File: config.mk
export PLATFORM = sky130hd
export DESIGN_NAME = pixel_colour_engine
export DESIGN_NICKNAME = d
export VERILOG_FILES = /design/src/rtl/pxs_pkg.sv /design/src/rtl/pxs_serializer.sv /design/src/rtl/pxs_colour_map.sv /design/src/rtl/pixel_colour_engine.sv
export SDC_FILE = /design/constraint.sdc
export NUM_CORES = 1
export LEC_CHECK = 0
export CORE_MARGIN = 3
export CORE_UTILIZATION = 55
export CTS_CLUSTER_SIZE = 25
export DETAILED_ROUTE_END_ITERATION = 16
export DONT_BUFFER_PORTS = 1
export PLACE_DENSITY = 0.81
export SLEW_MARGIN = 10
export SYNTH_ARGS = -nofsm -noshare
export SYNTH_HDL_FRONTEND = slang
export SYNTH_SLANG_ARGS = --single-unit
File: constraint.sdc
create_clock -name clk -period 5.3 [get_ports clk]
set_input_delay 0.265 -clock clk [delete_from_list [all_inputs] [get_ports clk]]
set_output_delay 0.265 -clock clk [all_outputs]
set_load 0.005 [all_outputs]
File: src/rtl/pxs_pkg.sv
package pxs_pkg;

    localparam int COL_W    = 8;
    localparam int NUM_LOG  = 8;
    localparam int PHASES   = 16;
    localparam int PHASE_W  = $clog2(PHASES);
    localparam int BIAS_W   = 5;

    typedef enum logic [1:0] {
        CM_2   = 2'd0,
        CM_4   = 2'd1,
        CM_16  = 2'd2,
        CM_256 = 2'd3
    } cmode_e;

    typedef struct packed {
        logic [COL_W-1:0] idx;
        logic             direct;
        logic             active;
    } pix_t;

endpackage

File: src/rtl/pxs_serializer.sv
module pxs_serializer
    import pxs_pkg::*;
#(
    parameter int MARGIN_W = 6
) (
    input  logic                clk,
    input  logic                rst_n,
    input  logic                load_i,
    input  logic                line_start_i,
    input  logic [COL_W-1:0]    byte_a_i,
    input  logic [COL_W-1:0]    byte_b_i,
    input  logic [1:0]          mode_i,
    input  logic                msb_alt_i,
    input  logic                lsb_alt_i,
    input  logic [MARGIN_W-1:0] margin_lo_i,
    input  logic [MARGIN_W-1:0] margin_hi_i,
    output pix_t                pix_o
);

    typedef struct packed {
        logic [COL_W-1:0]    a;
        logic [COL_W-1:0]    b;
        logic [PHASE_W-1:0]  phase;
        cmode_e              mode;
        logic                msb_alt;
        logic                lsb_alt;
        logic                active;
        logic [MARGIN_W-1:0] grp;
    } ser_st_t;

    ser_st_t             st_d, st_q;
    logic [MARGIN_W-1:0] grp_cur;
    logic [COL_W-1:0]    cur_byte;
    logic [COL_W-1:0]    eff_byte;
    logic [2:0]          alt_base;
    logic [1:0]          sel4;
    logic                sel16;

    // next-state: group numbering, capture at load, phase advance
    always_comb begin
        st_d     = st_q;
        grp_cur  = line_start_i ? '0 : st_q.grp;
        st_d.grp = grp_cur;
        st_d.phase = st_q.phase + 1'b1;
        if (load_i) begin
            st_d.a       = byte_a_i;
            st_d.b       = byte_b_i;
            st_d.phase   = '0;
            st_d.mode    = cmode_e'(mode_i);
            st_d.msb_alt = msb_alt_i;
            st_d.lsb_alt = lsb_alt_i;
            st_d.active  = (grp_cur >= margin_lo_i) && (grp_cur < margin_hi_i);
            st_d.grp     = grp_cur + 1'b1;
        end
    end

    always_ff @(posedge clk or negedge rst_n) begin
        if (!rst_n) st_q <= '0;
        else        st_q <= st_d;
    end

    // pixel decode: in every mode the second half of the group uses byte B
    always_comb begin
        cur_byte = st_q.phase[PHASE_W-1] ? st_q.b : st_q.a;
        eff_byte = cur_byte;
        alt_base = 3'd0;
        sel4     = st_q.phase[2:1];
        sel16    = st_q.phase[2];
        pix_o    = '0;
        pix_o.active = st_q.active;
        pix_o.direct = (st_q.mode == CM_256);
        unique case (st_q.mode)
            CM_2: begin
                if (st_q.msb_alt && cur_byte[7])      alt_base = 3'd2;
                else if (st_q.lsb_alt && cur_byte[0]) alt_base = 3'd4;
                if (st_q.msb_alt) eff_byte[7] = 1'b0;
                if (st_q.lsb_alt) eff_byte[0] = 1'b0;
                pix_o.idx = {5'd0, alt_base}
                          + {7'd0, eff_byte[3'd7 - st_q.phase[2:0]]};
            end
            CM_4: begin
                pix_o.idx = {6'd0,
                             cur_byte[3'd7 - {1'b0, sel4}],
                             cur_byte[3'd3 - {1'b0, sel4}]};
            end
            CM_16: begin
                pix_o.idx = {4'd0,
                             cur_byte[3'd7 - {2'b0, sel16}],
                             cur_byte[3'd5 - {2'b0, sel16}],
                             cur_byte[3'd3 - {2'b0, sel16}],
                             cur_byte[3'd1 - {2'b0, sel16}]};
            end
            default: begin
                pix_o.idx = cur_byte;
            end
        endcase
    end

    AST_PHASE_RESTART: assert property (@(posedge clk) disable iff (!rst_n)
        load_i |=> (st_q.phase == '0));

    AST_FOUR_COLOUR_RANGE: assert property (@(posedge clk) disable iff (!rst_n)
        (st_q.mode == CM_4) |-> (pix_o.idx < 8'd4));

    AST_TWO_COLOUR_RANGE: assert property (@(posedge clk) disable iff (!rst_n)
        (st_q.mode == CM_2) |-> (pix_o.idx < 8'd6));

    AST_MSB_ALT_FIRST: assert property (@(posedge clk) disable iff (!rst_n)
        (st_q.mode == CM_2 && st_q.msb_alt && cur_byte[7] && st_q.phase[2:0] == 3'd0)
        |-> (pix_o.idx == 8'd2));

    AST_LSB_ALT_LAST: assert property (@(posedge clk) disable iff (!rst_n)
        (st_q.mode == CM_2 && st_q.lsb_alt && cur_byte[0]
         && !(st_q.msb_alt && cur_byte[7]) && st_q.phase[2:0] == 3'd7)
        |-> (pix_o.idx == 8'd4));

endmodule

File: src/rtl/pxs_colour_map.sv
module pxs_colour_map
    import pxs_pkg::*;
(
    input  logic                   clk,
    input  logic                   rst_n,
    input  pix_t                   pix_i,
    input  logic [NUM_LOG*COL_W-1:0] palette_i,
    input  logic [BIAS_W-1:0]      bias_i,
    input  logic [COL_W-1:0]       border_i,
    input  logic                   blank_i,
    input  logic                   ext_req_i,
    input  logic [3:0]             ext_col_i,
    input  logic [1:0]             ext_prio_i,
    output logic [COL_W-1:0]       col_o
);

    localparam int SEL_W = $clog2(NUM_LOG);

    logic [COL_W-1:0] slot [NUM_LOG];
    logic [COL_W-1:0] int_col;
    logic [COL_W-1:0] ext_phys;
    logic             int_high;
    logic             prio_ok;
    logic             ext_win;

    genvar g;
    generate
        for (g = 0; g < NUM_LOG; g++) begin : g_slot
            assign slot[g] = palette_i[g*COL_W +: COL_W];
        end
    endgenerate

    always_comb begin
        int_high = !pix_i.direct && pix_i.idx[SEL_W];
        if (pix_i.direct)          int_col = pix_i.idx;
        else if (pix_i.idx[SEL_W]) int_col = {bias_i, pix_i.idx[SEL_W-1:0]};
        else                       int_col = slot[pix_i.idx[SEL_W-1:0]];

        ext_phys = ext_col_i[3] ? {bias_i, ext_col_i[2:0]} : slot[ext_col_i[2:0]];

        unique case (ext_prio_i)
            2'd0:    prio_ok = 1'b1;
            2'd1:    prio_ok = int_high;
            2'd2:    prio_ok = int_high || !ext_col_i[3];
            default: prio_ok = int_high || !ext_col_i[2];
        endcase
        ext_win = ext_req_i && prio_ok;

        if (!pix_i.active || blank_i) col_o = border_i;
        else if (ext_win)             col_o = ext_phys;
        else                          col_o = int_col;
    end

    AST_BIAS_HIGH_BITS: assert property (@(posedge clk) disable iff (!rst_n)
        (pix_i.active && !blank_i && !ext_win && !pix_i.direct && pix_i.idx[SEL_W])
        |-> (col_o[COL_W-1:COL_W-BIAS_W] == bias_i));

    AST_EXT_ALWAYS_WINS: assert property (@(posedge clk) disable iff (!rst_n)
        (pix_i.active && !blank_i && ext_req_i && ext_prio_i == 2'd0 && ext_col_i[3])
        |-> (col_o == {bias_i, ext_col_i[2:0]}));

endmodule

File: src/rtl/pixel_colour_engine.sv
module pixel_colour_engine
    import pxs_pkg::*;
#(
    parameter int MARGIN_W = 6
) (
    input  logic                clk,
    input  logic                rst_n,
    input  logic                load_i,
    input  logic                line_start_i,
    input  logic [7:0]          byte_a_i,
    input  logic [7:0]          byte_b_i,
    input  logic [1:0]          mode_i,
    input  logic                msb_alt_i,
    input  logic                lsb_alt_i,
    input  logic [MARGIN_W-1:0] margin_lo_i,
    input  logic [MARGIN_W-1:0] margin_hi_i,
    input  logic [63:0]         palette_i,
    input  logic [4:0]          bias_i,
    input  logic [7:0]          border_i,
    input  logic                blank_i,
    input  logic                ext_req_i,
    input  logic [3:0]          ext_col_i,
    input  logic [1:0]          ext_prio_i,
    output logic [7:0]          colour_o
);

    typedef struct packed {
        logic [COL_W-1:0] colour;
    } out_st_t;

    pix_t             pix;
    logic [COL_W-1:0] mapped;
    out_st_t          out_d, out_q;

    pxs_serializer #(.MARGIN_W(MARGIN_W)) u_ser (
        .clk          (clk),
        .rst_n        (rst_n),
        .load_i       (load_i),
        .line_start_i (line_start_i),
        .byte_a_i     (byte_a_i),
        .byte_b_i     (byte_b_i),
        .mode_i       (mode_i),
        .msb_alt_i    (msb_alt_i),
        .lsb_alt_i    (lsb_alt_i),
        .margin_lo_i  (margin_lo_i),
        .margin_hi_i  (margin_hi_i),
        .pix_o        (pix)
    );

    pxs_colour_map u_map (
        .clk        (clk),
        .rst_n      (rst_n),
        .pix_i      (pix),
        .palette_i  (palette_i),
        .bias_i     (bias_i),
        .border_i   (border_i),
        .blank_i    (blank_i),
        .ext_req_i  (ext_req_i),
        .ext_col_i  (ext_col_i),
        .ext_prio_i (ext_prio_i),
        .col_o      (mapped)
    );

    always_comb begin
        out_d        = out_q;
        out_d.colour = mapped;
    end

    always_ff @(posedge clk or negedge rst_n) begin
        if (!rst_n) out_q <= '0;
        else        out_q <= out_d;
    end

    assign colour_o = out_q.colour;

    AST_BLANK_BORDER: assert property (@(posedge clk) disable iff (!rst_n)
        blank_i |=> (colour_o == $past(border_i)));

    AST_IDLE_BORDER: assert property (@(posedge clk) disable iff (!rst_n)
        (!pix.active) |=> (colour_o == $past(border_i)));

endmodule

# Word level (Yosys, flattened, before mapping)
# Index checks and enable logic that the tools add are counted.
# op_classes
n_lt_le_gt_ge,11
mux,37
n_reduce_logical,14
bitwise,2
n_addsub,10
eq_ne,5
# op_table
operator,n
two-way mux 8 bit,10
binary-select mux 8 bit (select 3 bit),2
"less-than comparator 3 x 4 -> 1 bit, second input constant",7
one-hot mux 8 bit (3 select lines),1
binary-select mux 1 bit (select 3 bit),7
two-way mux 15 bit,1
two-way mux 1 bit,11
two-way mux 3 bit,3
"greater-or-equal comparator 4 bit, second input constant",2
NOT 3 -> 4 bit,2
"adder 6 x 1 -> 6 bit, second input constant",1
"equality test 2 bit, second input constant",3
greater-or-equal comparator 6 bit,1
less-than comparator 6 bit,1
two-way mux 6 bit,1
logical AND 1 bit,5
adder 3 x 1 -> 4 bit,1
"adder 4 x 1 -> 4 bit, second input constant",1
"equality test 2 x 1 -> 1 bit, second input constant",2
logical NOT 1 bit,4
logical NOT 2 bit,2
logical OR 1 bit,3
one-hot mux 1 bit (3 select lines),1
"subtractor 1 x 2 -> 3 bit, first input constant",1
other kinds (6),6
# word_totals
wordCells,88
inputBits,121
ff_bits,39
out_inout_bits,8

# Logic depth before layout (Yosys ltp)
# Gate-level depths: netlist (run 1).
# depth
word_depth,15
depth_mapped,10
ltp_nobuf,9

# Modules after synthesis
# From an unflattened synthesis (run 1), not the netlist that was laid out.
# hier_totals
cells_unflattened,352
area_unflattened_um2,3717.3
# modules_own_cells
module,seq_area_each_um2,instances,cells_each,area_each_um2
pxs_serializer,775.7,1,183,2068.2
pxs_colour_map,0.0,1,161,1448.9
pixel_colour_engine,200.2,1,8,200.2

# Least setup slack after synthesis (run 1)
# OpenSTA, ideal clock, no wires.
# synth_timing
kind,register to register
startpoint,register u_ser.st_q[14] in the netlist's numbering
endpoint,"register out_q, in the netlist colour_o[4]"
arrival_ns,2.300
period_less_slack_ns,2.442
required_ns,5.158
path_slack_ns,2.858
setup_ns,0.142
n_path_buf,2
stages_incl_launch_ff,10
cell_sequence,dfrtp_1 -> buf_6 -> mux4_2 -> nor2_2 -> o32ai_2 -> o31ai_4 -> buf_6 -> mux2_2 -> o2111ai_1 -> o311ai_1
# synth_between
elab_chain_cells,15
elab_cells_between_ends,39
classes_between,add/sub: 1; mux: 31; bitwise: 1; reduce/logical: 6
# synth_rtl
item,line_no,text
from (decl),pxs_serializer.sv:31,"ser_st_t st_d, st_q;"
from (signal assigned),pxs_serializer.sv:59,else st_q <= st_d;
two-way mux 8 bit *,pxs_serializer.sv:64,cur_byte = st_q.phase[PHASE_W-1] ? st_q.b : st_q.a;
two-way mux 1 bit (tied with other cells),pxs_serializer.sv:77,if (st_q.lsb_alt) eff_byte[0] = 1'b0;
two-way mux 1 bit / two-way mux 3 bit (equally long branches),"pxs_serializer.sv:72, pxs_serializer.sv:75",
binary-select mux 1 bit (select 3 bit) / two-way mux 3 bit (equally long branches),"pxs_serializer.sv:79, pxs_serializer.sv:74",
two-way mux 1 bit (implied by the code) / two-way mux 3 bit (equally long branches),"pxs_serializer.sv:79, pxs_serializer.sv:72",
adder 3 x 1 -> 4 bit,pxs_serializer.sv:79,"+ {7'd0, eff_byte[3'd7 - st_q.phase[2:0]]};"
one-hot mux 8 bit (3 select lines) *,pxs_serializer.sv:72,unique case (st_q.mode)
NOT 3 -> 4 bit (implied by the code),pxs_colour_map.sv:37,else int_col = slot[pix_i.idx[SEL_W-1:0]];
binary-select mux 8 bit (select 3 bit),pxs_colour_map.sv:37,
two-way mux 8 bit (implied by the code) (2 in a row),pxs_colour_map.sv:37,
two-way mux 8 bit,pxs_colour_map.sv:36,"else if (pix_i.idx[SEL_W]) int_col = {bias_i, pix_i.idx[SEL_W-1:0]};"
two-way mux 8 bit,pxs_colour_map.sv:35,if (pix_i.direct) int_col = pix_i.idx;
two-way mux 8 bit *,pxs_colour_map.sv:50,else if (ext_win) col_o = ext_phys;
two-way mux 8 bit *,pxs_colour_map.sv:49,if (!pix_i.active || blank_i) col_o = border_i;
named net mapped[4],pixel_colour_engine.sv:32,logic [COL_W-1:0] mapped;
to (signal assigned),pixel_colour_engine.sv:71,else out_q <= out_d;
to (decl),pixel_colour_engine.sv:33,"out_st_t out_d, out_q;"
# The timed path passes the listed nets; every way through them passes the cells marked *. The select of a mux whose other input is x is not followed.
# A chain may end at the register's enable or synchronous reset.

# Final worst setup path (run 1)
# layout_timing
startpoint,register u_ser.st_q[14] in the netlist's numbering
endpoint,"register out_q, in the netlist colour_o[5]"
# Same word-level chain as after synthesis.

==> metrics.txt, run 1 <==
# TYPE chip_impl_metric gauge
chip_impl_metric{name="first_global_vias",unit=""} 3278
chip_impl_metric{name="grt_pass1_wl",unit="mm"} 16.88
chip_impl_metric{name="placeableCoreArea",unit="sq mm"} 0.006568
chip_impl_metric{name="cts.sink_count",unit=""} 39
chip_impl_info{name="synth.most_common_cell",value="mux2i_1"} 1
chip_impl_metric{name="final_layout_size_suffix_gt1_frac",unit=""} 0.1658
chip_impl_metric{name="floorplan.initialDensity",unit=""} 0.5868
chip_impl_info{name="r2r-start",value="u_ser.st_q[14]"} 1
chip_impl_info{name="rsz0062_at_grt",value="no"} 1
chip_impl_metric{name="ioPinCount",unit=""} 129
chip_impl_metric{name="grtUsageTotal",unit=""} 0.2532
chip_impl_info{name="cts_tree",value="yes"} 1
chip_impl_metric{name="synth.lib_cells_used.distinct",unit=""} 58
chip_impl_metric{name="max_freq",unit="MHz"} 276.5
chip_impl_metric{name="vias_per_cell",unit=""} 6.887
chip_impl_info{name="synth.top_cells.by_area",value="dfrtp_1 25%, mux2i_1 11%, mux4_2 11%"} 1
chip_impl_metric{name="period_minus_slack",unit="ns"} 3.616
chip_impl_metric{name="cts_inserted_buffers",unit=""} 5
chip_impl_metric{name="place.gp.congestion",unit=""} 0.9786
chip_impl_metric{name="area.growth.synth_to_final",unit="%"} 2.435
chip_impl_metric{name="timing.hold.worst_path_depth",unit=""} 1
chip_impl_metric{name="synth.yosys.warnings",unit=""} 0
chip_impl_metric{name="timing.max_slew.rel_slack",unit=""} 0.3118
chip_impl_metric{name="finish.net_count",unit=""} 519
chip_impl_metric{name="yosysSeqAreaShare",unit=""} 0.2532
chip_impl_metric{name="floorplan.die.width",unit="microns"} 89.71
chip_impl_info{name="min_to",value="u_ser.st_q[11]"} 1
chip_impl_metric{name="post_drt_wl_per_cell",unit="microns"} 21.89
chip_impl_metric{name="dr_total_vias",unit=""} 3299
chip_impl_metric{name="synth-async-reset-ratio",unit=""} 1.000
chip_impl_metric{name="post-route-drc-count",unit=""} 0
chip_impl_metric{name="place_ws",unit="ns"} 1.746
chip_impl_metric{name="finalSetupViolCount",unit=""} 0
chip_impl_metric{name="antenna_violating_nets_post_route",unit=""} 0
chip_impl_metric{name="dr.first_iter.drc_count",unit=""} 412
chip_impl_metric{name="crit_path_max_fanout",unit=""} 21
chip_impl_metric{name="source_to_sink_clock_delay_at_the_later_pin_of_the_worst_skew_pair",unit="ns"} 0.29
chip_impl_metric{name="setup_tns",unit="ns"} 0
chip_impl_info{name="synth_area_leader_cell",value="dfrtp_1"} 1
chip_impl_metric{name="timing_max_transition_violations_final",unit=""} 0
chip_impl_metric{name="htree_levels",unit=""} 2
chip_impl_metric{name="tightestPinTransition",unit="ns"} 1.032
chip_impl_metric{name="drt-total-wl",unit="mm"} 10.49
chip_impl_metric{name="detailedRoute.firstPassIterationCount",unit=""} 5
chip_impl_metric{name="p_per_area",unit="mW/mm^2"} 222.7
chip_impl_metric{name="number_of_cells_produced_by_synthesis",unit=""} 404
chip_impl_info{name="worstSetupStartpointType",value="flip-flop"} 1
chip_impl_info{name="ctsRootBufferMaster",value="clkbuf_8"} 1
chip_impl_metric{name="postLayoutSetupSlackWorst",unit="ns"} 1.684
chip_impl_metric{name="cts.reportedPaths.clkPinSlew",unit="ns"} 0.08
chip_impl_info{name="synth_top_cells_by_count",value="41 x mux2i_1, 39 x dfrtp_1, 36 x nand2_1"} 1
chip_impl_info{name="timing.critical_path.to_type",value="flip-flop"} 1
chip_impl_metric{name="pin_count_of_the_biggest_net_entering_global_routing",unit=""} 40
chip_impl_metric{name="yosys_register_bits",unit=""} 39
chip_impl_info{name="critical_path.reg2reg.endpoint",value="colour_o[5]"} 1
chip_impl_metric{name="data_required_time_at_the_worst_endpoint",unit="ns"} 5.44
chip_impl_metric{name="drv_cap",unit=""} 0
chip_impl_metric{name="total_leakage_power",unit="nW"} 1.654
chip_impl_info{name="worst_hold_path_type",value="input pin to flip-flop"} 1
chip_impl_metric{name="std_cell_rows",unit=""} 29
chip_impl_metric{name="max_ir_drop_vdd",unit="mV"} 0.2310
chip_impl_metric{name="cp_data_arrival_time",unit="ns"} 3.76
chip_impl_metric{name="synth_enable_flop_cells",unit=""} 0
chip_impl_metric{name="cts_hold_repair.buffers",unit=""} 2
chip_impl_metric{name="antenna_found_initial",unit=""} 0
chip_impl_metric{name="cts_setup_buffers",unit=""} 0
chip_impl_metric{name="antenna_cells",unit=""} 0
chip_impl_metric{name="worst-r2r-cell-count",unit=""} 7
chip_impl_metric{name="finalCoreUtilization",unit=""} 0.6011
chip_impl_metric{name="timing.final.crit_share",unit=""} 0.6823
chip_impl_metric{name="rrSetupSlack",unit="ns"} 1.68
chip_impl_info{name="hold_path.startpoint",value="load_i"} 1
chip_impl_metric{name="area_of_the_mapped_netlist",unit="sq mm"} 0.003854
chip_impl_metric{name="synth_nets",unit=""} 538
chip_impl_metric{name="avgSynthCellArea",unit="sq um"} 9.539
chip_impl_metric{name="hold_viol_final",unit=""} 0
chip_impl_metric{name="port_buffers",unit=""} 0
chip_impl_metric{name="overflow",unit=""} 0
chip_impl_metric{name="synth_top_cell_area_share",unit=""} 0.2532
chip_impl_info{name="outcome",value="complete, no violations"} 1
chip_impl_metric{name="postCtsResizedCells",unit=""} 0
chip_impl_metric{name="dp_hpwl",unit="mm"} 8.096
chip_impl_metric{name="timing.clock.skew",unit="ns"} 0.006527
chip_impl_info{name="crit_type",value="flip-flop to flip-flop"} 1
chip_impl_metric{name="floorplan.die.height",unit="microns"} 89.71
chip_impl_metric{name="die_area",unit="sq mm"} 0.008047
chip_impl_info{name="ys_dominant_reg_cell",value="dfrtp_1"} 1
chip_impl_metric{name="ctsLongestPathBuffers",unit=""} 2
[critical path, cell delays in order (launching register included)]
cell       delay (ns)
dfrtp_1          0.89
mux2_2           0.45
a221oi_2         0.29
o32ai_2          0.16
o31ai_4          0.91
mux2_2           0.42
o2111ai_1        0.19
o311ai_1         0.15
[worst max path at each step]
stage                         startpoint     endpoint  slack [ns]  cells past startpoint
after floorplan           u_ser.st_q[14]  colour_o[4]        2.86                      9
after global placement    u_ser.st_q[14]  colour_o[5]        1.86                      7
after detailed placement  u_ser.st_q[14]  colour_o[5]        1.75                      7
after CTS                 u_ser.st_q[14]  colour_o[5]        1.71                      7
after global routing      u_ser.st_q[14]  colour_o[5]        1.49                      7
final                     u_ser.st_q[14]  colour_o[5]        1.68                      7
[cells by family after synthesis]
group,synth area share
flops,0.2532
compound gates,0.1929
fa+ha+maj,0.04221
buf+inv,0.05422
simple gates,0.1435
xor+xnor,0.01591
mux,0.2980
[cell usage in the layout (no fill, tap or decap), drive strengths merged, types with 4 or more instances in the layout]
master / netlist / final
mux2i: 42 / 42
dfrtp: 39 / 39
nand2: 36 / 36
mux2: 28 / 28
a21oi: 22 / 22
o21ai: 20 / 20
nor2: 19 / 19
mux4: 18 / 18
inv: 17 / 17
ha: 13 / 13
nand3: 11 / 11
nor2b: 9 / 9
and3: 9 / 9
and2: 8 / 8
a221oi: 8 / 8
nand2b: 7 / 7
o21a: 5 / 5
clkbuf: 14 / 5
o311ai: 5 / 5
a221o: 4 / 4
a22o: 4 / 4
o2111ai: 4 / 4
xnor2: 4 / 4
a21o: 4 / 4
o31ai: 4 / 4
[state kept, by name (all words and copies together) (netlist names)]
name / flops
u_ser.pix_o: 1
colour_o: 8
u_ser.sel16: 1
u_ser.st_q: 28
u_ser.sel4: 1
[final cells by class]
cell class | count | area [sq um]
Clock buffer | 5 | 68.82
Tap cell | 93 | 116.4
Sequential cell | 39 | 975.9
Multi-Input combinational cell | 319 | 2669
Inverter | 18 | 67.56
Clock inverter | 3 | 20.02
Timing Repair Buffer | 2 | 30.03
Fill cell | 571 | 2620
[metal layers]
| metal | track usage | share of wire | vias up |
|---|---|---|---|
| met3 | 0.07095 | 0.12 | 11 |
| li1 | - | - | 1485 |
| met1 | 0.3463 | 0.41 | 1594 |
| met4 | 0.04598 | 0.0091 | 0 |
| met5 | 0 | 0 | - |
| met2 | 0.4085 | 0.47 | 209 |
[per-stage QoR]
| stage | instance area, sq um | std cells | total power [mW] | hold WS [ns] |
|---|---|---|---|---|
| final | 3948 | 479 | 0.8790 | 0.03754 |
| after global routing | 3948 | 479 | 0.9284 | 0.01890 |
| after CTS | 3948 | 479 | 0.8805 | 0.02169 |
| after detailed placement | 3829 | 469 | 0.6691 | -0.02937 |
| after global placement | 3829 | 469 | 0.6604 | -0.02899 |
| after floorplan | 3854 | 404 | 0.6263 | -0.03059 |
[where the power goes]
part           switching, mW  leakage, nW  internal (mW)
sequential            0.0368        0.476          0.322
clock                  0.109       0.0402         0.0916
combinational          0.165         1.14          0.155
total                  0.311         1.65          0.568
Power figures use the tool's default switching activity.
==> inputs of run 2 (changes only) <==
--- a/config.mk
+++ b/config.mk
@@ -10,7 +10,7 @@
 export CTS_CLUSTER_SIZE = 25
 export DETAILED_ROUTE_END_ITERATION = 16
 export DONT_BUFFER_PORTS = 1
-export PLACE_DENSITY = 0.81
+export PLACE_DENSITY = 0.84
 export SLEW_MARGIN = 10
 export SYNTH_ARGS = -nofsm -noshare
 export SYNTH_HDL_FRONTEND = slang
==> constraint.sdc (replaced) <==
create_clock -name clk -period 2.9 [get_ports clk]
set_input_delay 0.145 -clock clk [delete_from_list [all_inputs] [get_ports clk]]
set_output_delay 0.145 -clock clk [all_outputs]
set_load 0.005 [all_outputs]
==> run 2 against run 1 <==
Compared with the run above: wire length grew 4.5%; critical path depth grew 1; final cell count grew 5.4%; count of clock-buffer cells in the layout is the same; die area is the same; power grew 90%; via count grew 3.0%; clock power grew 83%; fmax grew 32%; design area grew 6.0%; non-clock buffer count grew 26; critical endpoint is now colour_o[4]; largest power group is now combinational logic.
==> metrics.txt, run 2 (synthesis gave the netlist of run 1 again) <==
# TYPE chip_impl_metric gauge
chip_impl_info{name="outcome",value="complete, no violations"} 1
chip_impl_metric{name="setup_tns",unit="ns"} 0
chip_impl_metric{name="first_global_vias",unit=""} 3411
chip_impl_metric{name="grtUsageTotal",unit=""} 0.2678
chip_impl_metric{name="data_required_time_at_the_worst_endpoint",unit="ns"} 3.04
chip_impl_metric{name="ioPinCount",unit=""} 129
chip_impl_info{name="crit_type",value="flip-flop to flip-flop"} 1
chip_impl_info{name="worstSetupStartpointType",value="flip-flop"} 1
chip_impl_metric{name="place_inst",unit=""} 486
chip_impl_metric{name="antenna_cells",unit=""} 0
chip_impl_metric{name="final_design_area_no_fill",unit="sq mm"} 0.004183
chip_impl_metric{name="floorplan.die.width",unit="microns"} 89.71
chip_impl_metric{name="placeableCoreArea",unit="sq mm"} 0.006568
chip_impl_metric{name="clockPowerShare",unit=""} 0.219
chip_impl_metric{name="overflow",unit=""} 0
chip_impl_metric{name="p_per_area",unit="mW/mm^2"} 399.9
chip_impl_metric{name="vias_per_cell",unit=""} 6.727
chip_impl_metric{name="htree_levels",unit=""} 2
chip_impl_metric{name="cts_inserted_buffers",unit=""} 5
chip_impl_metric{name="floorplan.initialDensity",unit=""} 0.5868
chip_impl_metric{name="detailedRoute.firstPassIterationCount",unit=""} 5
chip_impl_metric{name="cts.sink_count",unit=""} 39
chip_impl_metric{name="power_switching_share",unit=""} 0.3513
chip_impl_info{name="most_frequent_standard_cell_in_the_layout_excluding_fill_and_tap_cells",value="mux2i_1"} 1
chip_impl_metric{name="pwr-share-comb",unit=""} 0.393
chip_impl_metric{name="cp_data_arrival_time",unit="ns"} 2.88
chip_impl_metric{name="max_ir_drop_vdd",unit="mV"} 0.3531
chip_impl_metric{name="total_switching_power",unit="mW"} 0.5875
chip_impl_metric{name="timing_max_transition_violations_final",unit=""} 0
chip_impl_metric{name="hold_viol_final",unit=""} 0
chip_impl_metric{name="antenna_found_initial",unit=""} 1
chip_impl_metric{name="crit_path_max_fanout",unit=""} 20
chip_impl_metric{name="timing.max_slew.rel_slack",unit=""} 0.6787
chip_impl_metric{name="cts.reportedPaths.clkPinSlew",unit="ns"} 0.08
chip_impl_metric{name="largest_reg_flops",unit=""} 28
chip_impl_metric{name="fillers",unit=""} 565
chip_impl_info{name="timing.critical_path.to_type",value="flip-flop"} 1
chip_impl_metric{name="dr_total_vias",unit=""} 3397
chip_impl_metric{name="timing.clock.skew",unit="ns"} 0.003299
chip_impl_metric{name="port_buffers",unit=""} 0
chip_impl_metric{name="cts_setup_buffers",unit=""} 0
chip_impl_metric{name="finalSetupViolCount",unit=""} 0
chip_impl_info{name="worst_hold_path_type",value="input pin to flip-flop"} 1
chip_impl_metric{name="period_minus_slack",unit="ns"} 2.739
chip_impl_metric{name="source_to_sink_clock_delay_at_the_later_pin_of_the_worst_skew_pair",unit="ns"} 0.28
chip_impl_metric{name="max_freq",unit="MHz"} 365.1
chip_impl_metric{name="post_drt_wl_per_cell",unit="microns"} 21.70
chip_impl_metric{name="die_area",unit="sq mm"} 0.008047
chip_impl_metric{name="ctsLongestPathBuffers",unit=""} 2
chip_impl_info{name="regMostFlops",value="u_ser.st_q"} 1
chip_impl_metric{name="internal_power",unit="mW"} 1.085
chip_impl_metric{name="post_dp_cell_area",unit="sq mm"} 0.003969
chip_impl_metric{name="tightestPinTransition",unit="ns"} 0.4819
chip_impl_metric{name="dr.first_iter.drc_count",unit=""} 278
chip_impl_metric{name="drv_cap",unit=""} 0
chip_impl_metric{name="grt_pass1_wl",unit="mm"} 17.68
chip_impl_metric{name="floorplan.die.height",unit="microns"} 89.71
chip_impl_metric{name="area.growth.synth_to_final",unit="%"} 8.539
chip_impl_metric{name="drt-total-wl",unit="mm"} 10.96
chip_impl_metric{name="place.gp.congestion",unit=""} 0.9850
chip_impl_info{name="cts_tree",value="yes"} 1
chip_impl_info{name="layout_common_cells",value="40 x mux2i_1, 38 x dfrtp_1, 36 x nand2_1, 27 x mux2_2, 21 x a21oi_1"} 1
chip_impl_metric{name="dp_hpwl",unit="mm"} 8.478
chip_impl_info{name="rsz0062_at_grt",value="no"} 1
chip_impl_metric{name="total_leakage_power",unit="nW"} 1.782
chip_impl_metric{name="timing.final.crit_share",unit=""} 0.9445
chip_impl_metric{name="pin_count_of_the_biggest_net_entering_global_routing",unit=""} 40
chip_impl_metric{name="finish.net_count",unit=""} 545
chip_impl_metric{name="final_layout_size_suffix_gt1_frac",unit=""} 0.2015
chip_impl_metric{name="finalCoreUtilization",unit=""} 0.6369
chip_impl_metric{name="std_cell_rows",unit=""} 29
chip_impl_metric{name="power.sequential.fraction",unit=""} 0.388
chip_impl_metric{name="final_cell_count_no_fill",unit=""} 505
chip_impl_metric{name="antenna_violating_nets_post_route",unit=""} 0
chip_impl_metric{name="post-route-drc-count",unit=""} 0
chip_impl_info{name="ctsRootBufferMaster",value="clkbuf_8"} 1
[run 2: per-layer routing]
| metal | track usage | part of all wire | vias up |
|---|---|---|---|
| met2 | 0.4417 | 0.47 | 221 |
| met1 | 0.3530 | 0.40 | 1606 |
| li1 | - | - | 1539 |
| met4 | 0.07152 | 0.023 | 2 |
| met3 | 0.06678 | 0.11 | 29 |
| met5 | 0 | 0.00064 | - |
[run 2: critical path: stages (launching register included)]
cell       delay, ns
dfrtp_2         0.52
mux2_2          0.41
a221oi_2        0.30
o32ai_2         0.17
o31ai_4         0.32
buf_12          0.20
mux2_2          0.35
o2111ai_1       0.17
o311ai_1        0.14
[run 2: through the flow]
stage	hold WS [ns]	total power, mW	setup WS, ns
5_1_grt	0.0006995	1.770	0.02207
2_1_floorplan	-0.1506	1.145	0.4578
6_report	0.005516	1.673	0.1609
3_5_place_dp	-0.1496	1.273	0.06910
3_3_place_gp	-0.1492	1.259	0.1816
4_1_cts	0.0003998	1.668	0.03708
[run 2: timing repair]
action | in CTS | in global routing
hold buffers | 9 | 2
hold endpoints to repair | 50 | 2
resized for setup | 0 | 2
setup endpoints to repair | 0 | 7
[run 2: power groups by stage]
stage          Combinational (mW)  Sequential, mW  Clock (mW)
2_1_floorplan               0.520           0.624           0
3_3_place_gp                0.604           0.656           0
3_5_place_dp                0.616           0.657           0
4_1_cts                     0.644           0.647       0.377
5_1_grt                     0.717           0.655       0.398
6_report                    0.658           0.649       0.366
[run 2: final timing paths]
check	from	end	slack (ns)	cells after the start
setup reg to reg	u_ser.st_q[14]	colour_o[4]	0.16	8
max in group asynchronous	rst_n	u_ser.st_q[14]	2.38	2
hold / removal	byte_b_i[4]	u_ser.st_q[19]	0.006	1
hold reg to reg	u_ser.pix_o[0]	u_ser.pix_o[0]	0.49	2
setup / recovery	u_ser.st_q[14]	colour_o[4]	0.16	8
min in group asynchronous	rst_n	u_ser.st_q[23]	0.31	2
[run 2: cell type report]
| class | instances | area, sq um | area share |
|---|---|---|---|
| clock buffer | 5 | 68.82 | 0.01645 |
| inverter | 18 | 67.56 | 0.01615 |
| tap | 93 | 116.4 | 0.02782 |
| sequential | 39 | 977.2 | 0.2336 |
| multi-input combinational | 319 | 2673 | 0.6389 |
| timing repair buffer | 28 | 260.3 | 0.06222 |
| clock inverter | 3 | 20.02 | 0.004786 |
==> inputs of run 3 (changes only) <==
--- a/config.mk
+++ b/config.mk
@@ -5,6 +5,7 @@
 export SDC_FILE = /design/constraint.sdc
 export NUM_CORES = 1
 export LEC_CHECK = 0
+export ABC_AREA = 1
 export CORE_MARGIN = 3
 export CORE_UTILIZATION = 55
 export CTS_CLUSTER_SIZE = 25
==> run 3 against run 2 <==
Compared with the run above: critical path depth up 10; flip-flop and latch count stayed put; worst hold slack gained 0.021 ns; clock power rose by 29%; global-route usage increased by 1.5 points; largest power group unchanged.
==> metrics.txt, run 3 <==
# TYPE chip_impl_metric gauge
chip_impl_metric{name="grt_pass1_wl",unit="mm"} 17.89
chip_impl_info{name="worst_hold_path_type",value="input pin to flip-flop"} 1
chip_impl_metric{name="hold_viol_final",unit=""} 0
chip_impl_metric{name="grtUsageTotal",unit=""} 0.2824
chip_impl_metric{name="placeableCoreArea",unit="sq mm"} 0.006531
chip_impl_info{name="top_signal_layer_used",value="met4"} 1
chip_impl_metric{name="first_global_vias",unit=""} 3864
chip_impl_metric{name="cp_data_arrival_time",unit="ns"} 2.73
chip_impl_metric{name="finalSetupViolCount",unit=""} 0
chip_impl_info{name="ctsRootBufferMaster",value="clkbuf_8"} 1
chip_impl_info{name="synth_top_cells_by_count",value="205 x nand2_1, 88 x nand3_1, 64 x inv_1"} 1
chip_impl_metric{name="fillers",unit=""} 572
chip_impl_metric{name="detailedRoute.firstPassIterationCount",unit=""} 5
chip_impl_info{name="timing.critical_path.to_type",value="flip-flop"} 1
chip_impl_metric{name="post_drt_wl_per_cell",unit="microns"} 16.00
chip_impl_metric{name="place_ws",unit="ns"} 0.3440
chip_impl_metric{name="avgSynthCellArea",unit="sq um"} 6.062
chip_impl_metric{name="number_of_cells_produced_by_synthesis",unit=""} 627
chip_impl_metric{name="yosys_register_bits",unit=""} 39
chip_impl_metric{name="area_of_the_mapped_netlist",unit="sq mm"} 0.003801
chip_impl_metric{name="post-route-drc-count",unit=""} 0
chip_impl_metric{name="period_minus_slack",unit="ns"} 2.544
chip_impl_metric{name="pin_count_of_the_biggest_net_entering_global_routing",unit=""} 40
chip_impl_metric{name="area.growth.synth_to_final",unit="%"} 9.908
chip_impl_metric{name="max_ir_drop_vdd",unit="mV"} 0.4083
chip_impl_info{name="cts_tree",value="yes"} 1
chip_impl_metric{name="source_to_sink_clock_delay_at_the_later_pin_of_the_worst_skew_pair",unit="ns"} 0.29
chip_impl_metric{name="timing.final.crit_share",unit=""} 0.8773
chip_impl_info{name="synth.most_common_cell",value="nand2_1"} 1
chip_impl_metric{name="fin_worst_hold_slack",unit="ns"} 0.02660
chip_impl_metric{name="floorplan.die.height",unit="microns"} 89.14
chip_impl_metric{name="setup_tns",unit="ns"} 0
chip_impl_metric{name="cts.reportedPaths.clkPinSlew",unit="ns"} 0.08
chip_impl_metric{name="finalCoreUtilization",unit=""} 0.6397
chip_impl_metric{name="finish.net_count",unit=""} 770
chip_impl_info{name="synth.top_cells.by_area",value="dfrtp_1 26%, nand2_1 20%, nand3_1 12%"} 1
chip_impl_metric{name="max_freq",unit="MHz"} 393.1
chip_impl_info{name="crit_type",value="flip-flop to flip-flop"} 1
chip_impl_metric{name="p_per_area",unit="mW/mm^2"} 415.4
chip_impl_metric{name="total_switching_power",unit="mW"} 0.6397
chip_impl_metric{name="overflow",unit=""} 0
chip_impl_metric{name="antenna_found_initial",unit=""} 0
chip_impl_metric{name="antenna_violating_nets_post_route",unit=""} 0
chip_impl_metric{name="synth_nets",unit=""} 761
chip_impl_info{name="rsz0062_at_grt",value="no"} 1
chip_impl_info{name="outcome",value="complete, no violations"} 1
chip_impl_info{name="worstSetupStartpointType",value="flip-flop"} 1
chip_impl_metric{name="vias_per_cell",unit=""} 5.945
chip_impl_metric{name="largest_reg_flops",unit=""} 28
chip_impl_info{name="layout_common_cells",value="205 x nand2_1, 88 x nand3_1, 64 x inv_1, 51 x o21ai_0, 40 x nor2_1"} 1
chip_impl_info{name="regMostFlops",value="u_ser.st_q"} 1
chip_impl_metric{name="rrSetupSlack",unit="ns"} 0.36
chip_impl_metric{name="dr.first_iter.drc_count",unit=""} 248
chip_impl_metric{name="yosysSeqAreaShare",unit=""} 0.2567
chip_impl_metric{name="dp_hpwl",unit="mm"} 8.406
chip_impl_metric{name="synth_top_cell_area_share",unit=""} 0.2567
chip_impl_metric{name="met3RoutedLength",unit="mm"} 1.235
chip_impl_metric{name="synth.lib_cells_used.distinct",unit=""} 37
chip_impl_metric{name="cts.sink_count",unit=""} 39
chip_impl_metric{name="ctsLongestPathBuffers",unit=""} 2
chip_impl_info{name="most_frequent_standard_cell_in_the_layout_excluding_fill_and_tap_cells",value="nand2_1"} 1
chip_impl_metric{name="dr_total_vias",unit=""} 4245
chip_impl_metric{name="std_cell_rows",unit=""} 29
chip_impl_info{name="ys_dominant_reg_cell",value="dfrtp_1"} 1
chip_impl_metric{name="ioPinCount",unit=""} 129
chip_impl_metric{name="crit_path_max_fanout",unit=""} 32
chip_impl_metric{name="met2_length",unit="mm"} 5.577
chip_impl_metric{name="power.sequential.fraction",unit=""} 0.353
chip_impl_metric{name="drv_cap",unit=""} 0
chip_impl_metric{name="synth.yosys.warnings",unit=""} 0
chip_impl_metric{name="antenna_cells",unit=""} 0
chip_impl_metric{name="tightestPinTransition",unit="ns"} 1.067
chip_impl_metric{name="floorplan.die.width",unit="microns"} 89.14
chip_impl_metric{name="total_leakage_power",unit="nW"} 2.149
chip_impl_metric{name="final_layout_size_suffix_gt1_frac",unit=""} 0.05651
chip_impl_metric{name="synth-async-reset-ratio",unit=""} 1.000
chip_impl_metric{name="met1Wirelength",unit="mm"} 4.441
chip_impl_metric{name="internal_power",unit="mW"} 1.096
chip_impl_metric{name="die_area",unit="sq mm"} 0.007945
chip_impl_metric{name="place.gp.congestion",unit=""} 0.9754
chip_impl_metric{name="synth_enable_flop_cells",unit=""} 0
chip_impl_metric{name="clockPowerShare",unit=""} 0.272
chip_impl_metric{name="pwr-share-comb",unit=""} 0.375
chip_impl_metric{name="port_buffers",unit=""} 0
chip_impl_metric{name="data_required_time_at_the_worst_endpoint",unit="ns"} 3.08
chip_impl_info{name="synth_area_leader_cell",value="dfrtp_1"} 1
chip_impl_metric{name="floorplan.initialDensity",unit=""} 0.5820
chip_impl_metric{name="timing.clock.skew",unit="ns"} 0.005739
chip_impl_metric{name="postLayoutSetupSlackWorst",unit="ns"} 0.3559
chip_impl_metric{name="timing.max_slew.rel_slack",unit=""} 0.2866
chip_impl_metric{name="cts_inserted_buffers",unit=""} 5
chip_impl_metric{name="power_switching_share",unit=""} 0.3686
chip_impl_metric{name="drt-total-wl",unit="mm"} 11.42
chip_impl_metric{name="htree_levels",unit=""} 2
chip_impl_metric{name="timing_max_transition_violations_final",unit=""} 0
==> run 3: cell types whose count changed after synthesis, moves of 10 or more <==
cell	before	now
inv_1	17	64
mux2_2	27	0
mux2i_1	41	0
mux4_2	18	0
nand2_1	36	205
nand3_1	11	88
nor2_1	18	40
o21ai_0	20	51
o22ai_1	0	10
==> run 3: metal layers <==
layer | track usage | vias to the layer above
met5 | 0 | -
met4 | 0.07172 | 0
met3 | 0.05530 | 19
met2 | 0.5050 | 238
met1 | 0.3473 | 1925
li1 | - | 2063
==> run 3: repair_timing <==
item                       CTS  global route
buffers inserted             0             0
setup endpoints to repair    0             2
resized for setup            0             1
hold endpoints to repair    68             1
hold buffers                27             1
==> run 3: final timing paths <==
| path | cells after the start | end | startpoint |
|---|---|---|---|
| setup / recovery | 18 | colour_o[6] | u_ser.st_q[14] |
| hold / removal | 2 | u_ser.st_q[8] | load_i |
| setup reg to reg | 18 | colour_o[6] | u_ser.st_q[14] |
| hold reg to reg | 2 | u_ser.st_q[18] | u_ser.st_q[18] |
| max in group asynchronous | 2 | u_ser.st_q[11] | rst_n |
| min in group asynchronous | 2 | u_ser.st_q[16] | rst_n |
==> run 3: worst max-delay path: stages (launching register included) <==
cell	delay [ns]
dfrtp_1	0.50
inv_2	0.22
nand2_1	0.10
nand2_1	0.13
nand2_1	0.06
nand2_1	0.06
nand2_1	0.04
nand3_1	0.10
nand3_2	0.13
nand2_4	0.27
nand2_8	0.21
nand2_1	0.11
nand3_1	0.06
nand3_1	0.12
nand3_1	0.09
nand2_1	0.06
nand2_1	0.04
nand2_1	0.06
nand2_1	0.05
==> run 3: stage by stage <==
stage	total power [mW]	area (sq um)	cells
after floorplan	1.128	3801	627
final	1.736	4178	714
after detailed placement	1.205	3761	678
after global placement	1.192	3761	678
after global routing	1.858	4178	714
after CTS	1.724	4159	713
==> run 3: power groups by stage <==
stage | clock, mW | sequential, mW | combinational [mW]
after floorplan | 0 | 0.612 | 0.516
after global placement | 0 | 0.621 | 0.571
after detailed placement | 0 | 0.623 | 0.582
after CTS | 0.479 | 0.612 | 0.634
after global routing | 0.504 | 0.617 | 0.738
final | 0.472 | 0.612 | 0.651
==> run 3: logic make-up (layout without fill, tap and decap cells) <==
group	count (synthesis)	count (layout)	synth area share
AO/OA/AOI/OAI	114	114	0.1768
adder cells (fa/ha/maj)	13	13	0.04279
XOR/XNOR	3	3	0.006914
buffers and inverters	103	113	0.1145
flip-flops	39	39	0.2567
AND/OR/NAND/NOR	355	355	0.4022
==> run 3: layout make-up <==
cell class | instances | area [sq um] | share of cell area
clock buffers | 6 | 82.58 | 0.01977
multi-input cells | 485 | 2399 | 0.5741
inverters | 75 | 284.0 | 0.06798
well taps | 77 | 96.34 | 0.02306
repair buffers | 30 | 305.3 | 0.07308
flip-flops and latches | 39 | 975.9 | 0.2336
clock inverters | 2 | 35.03 | 0.008386
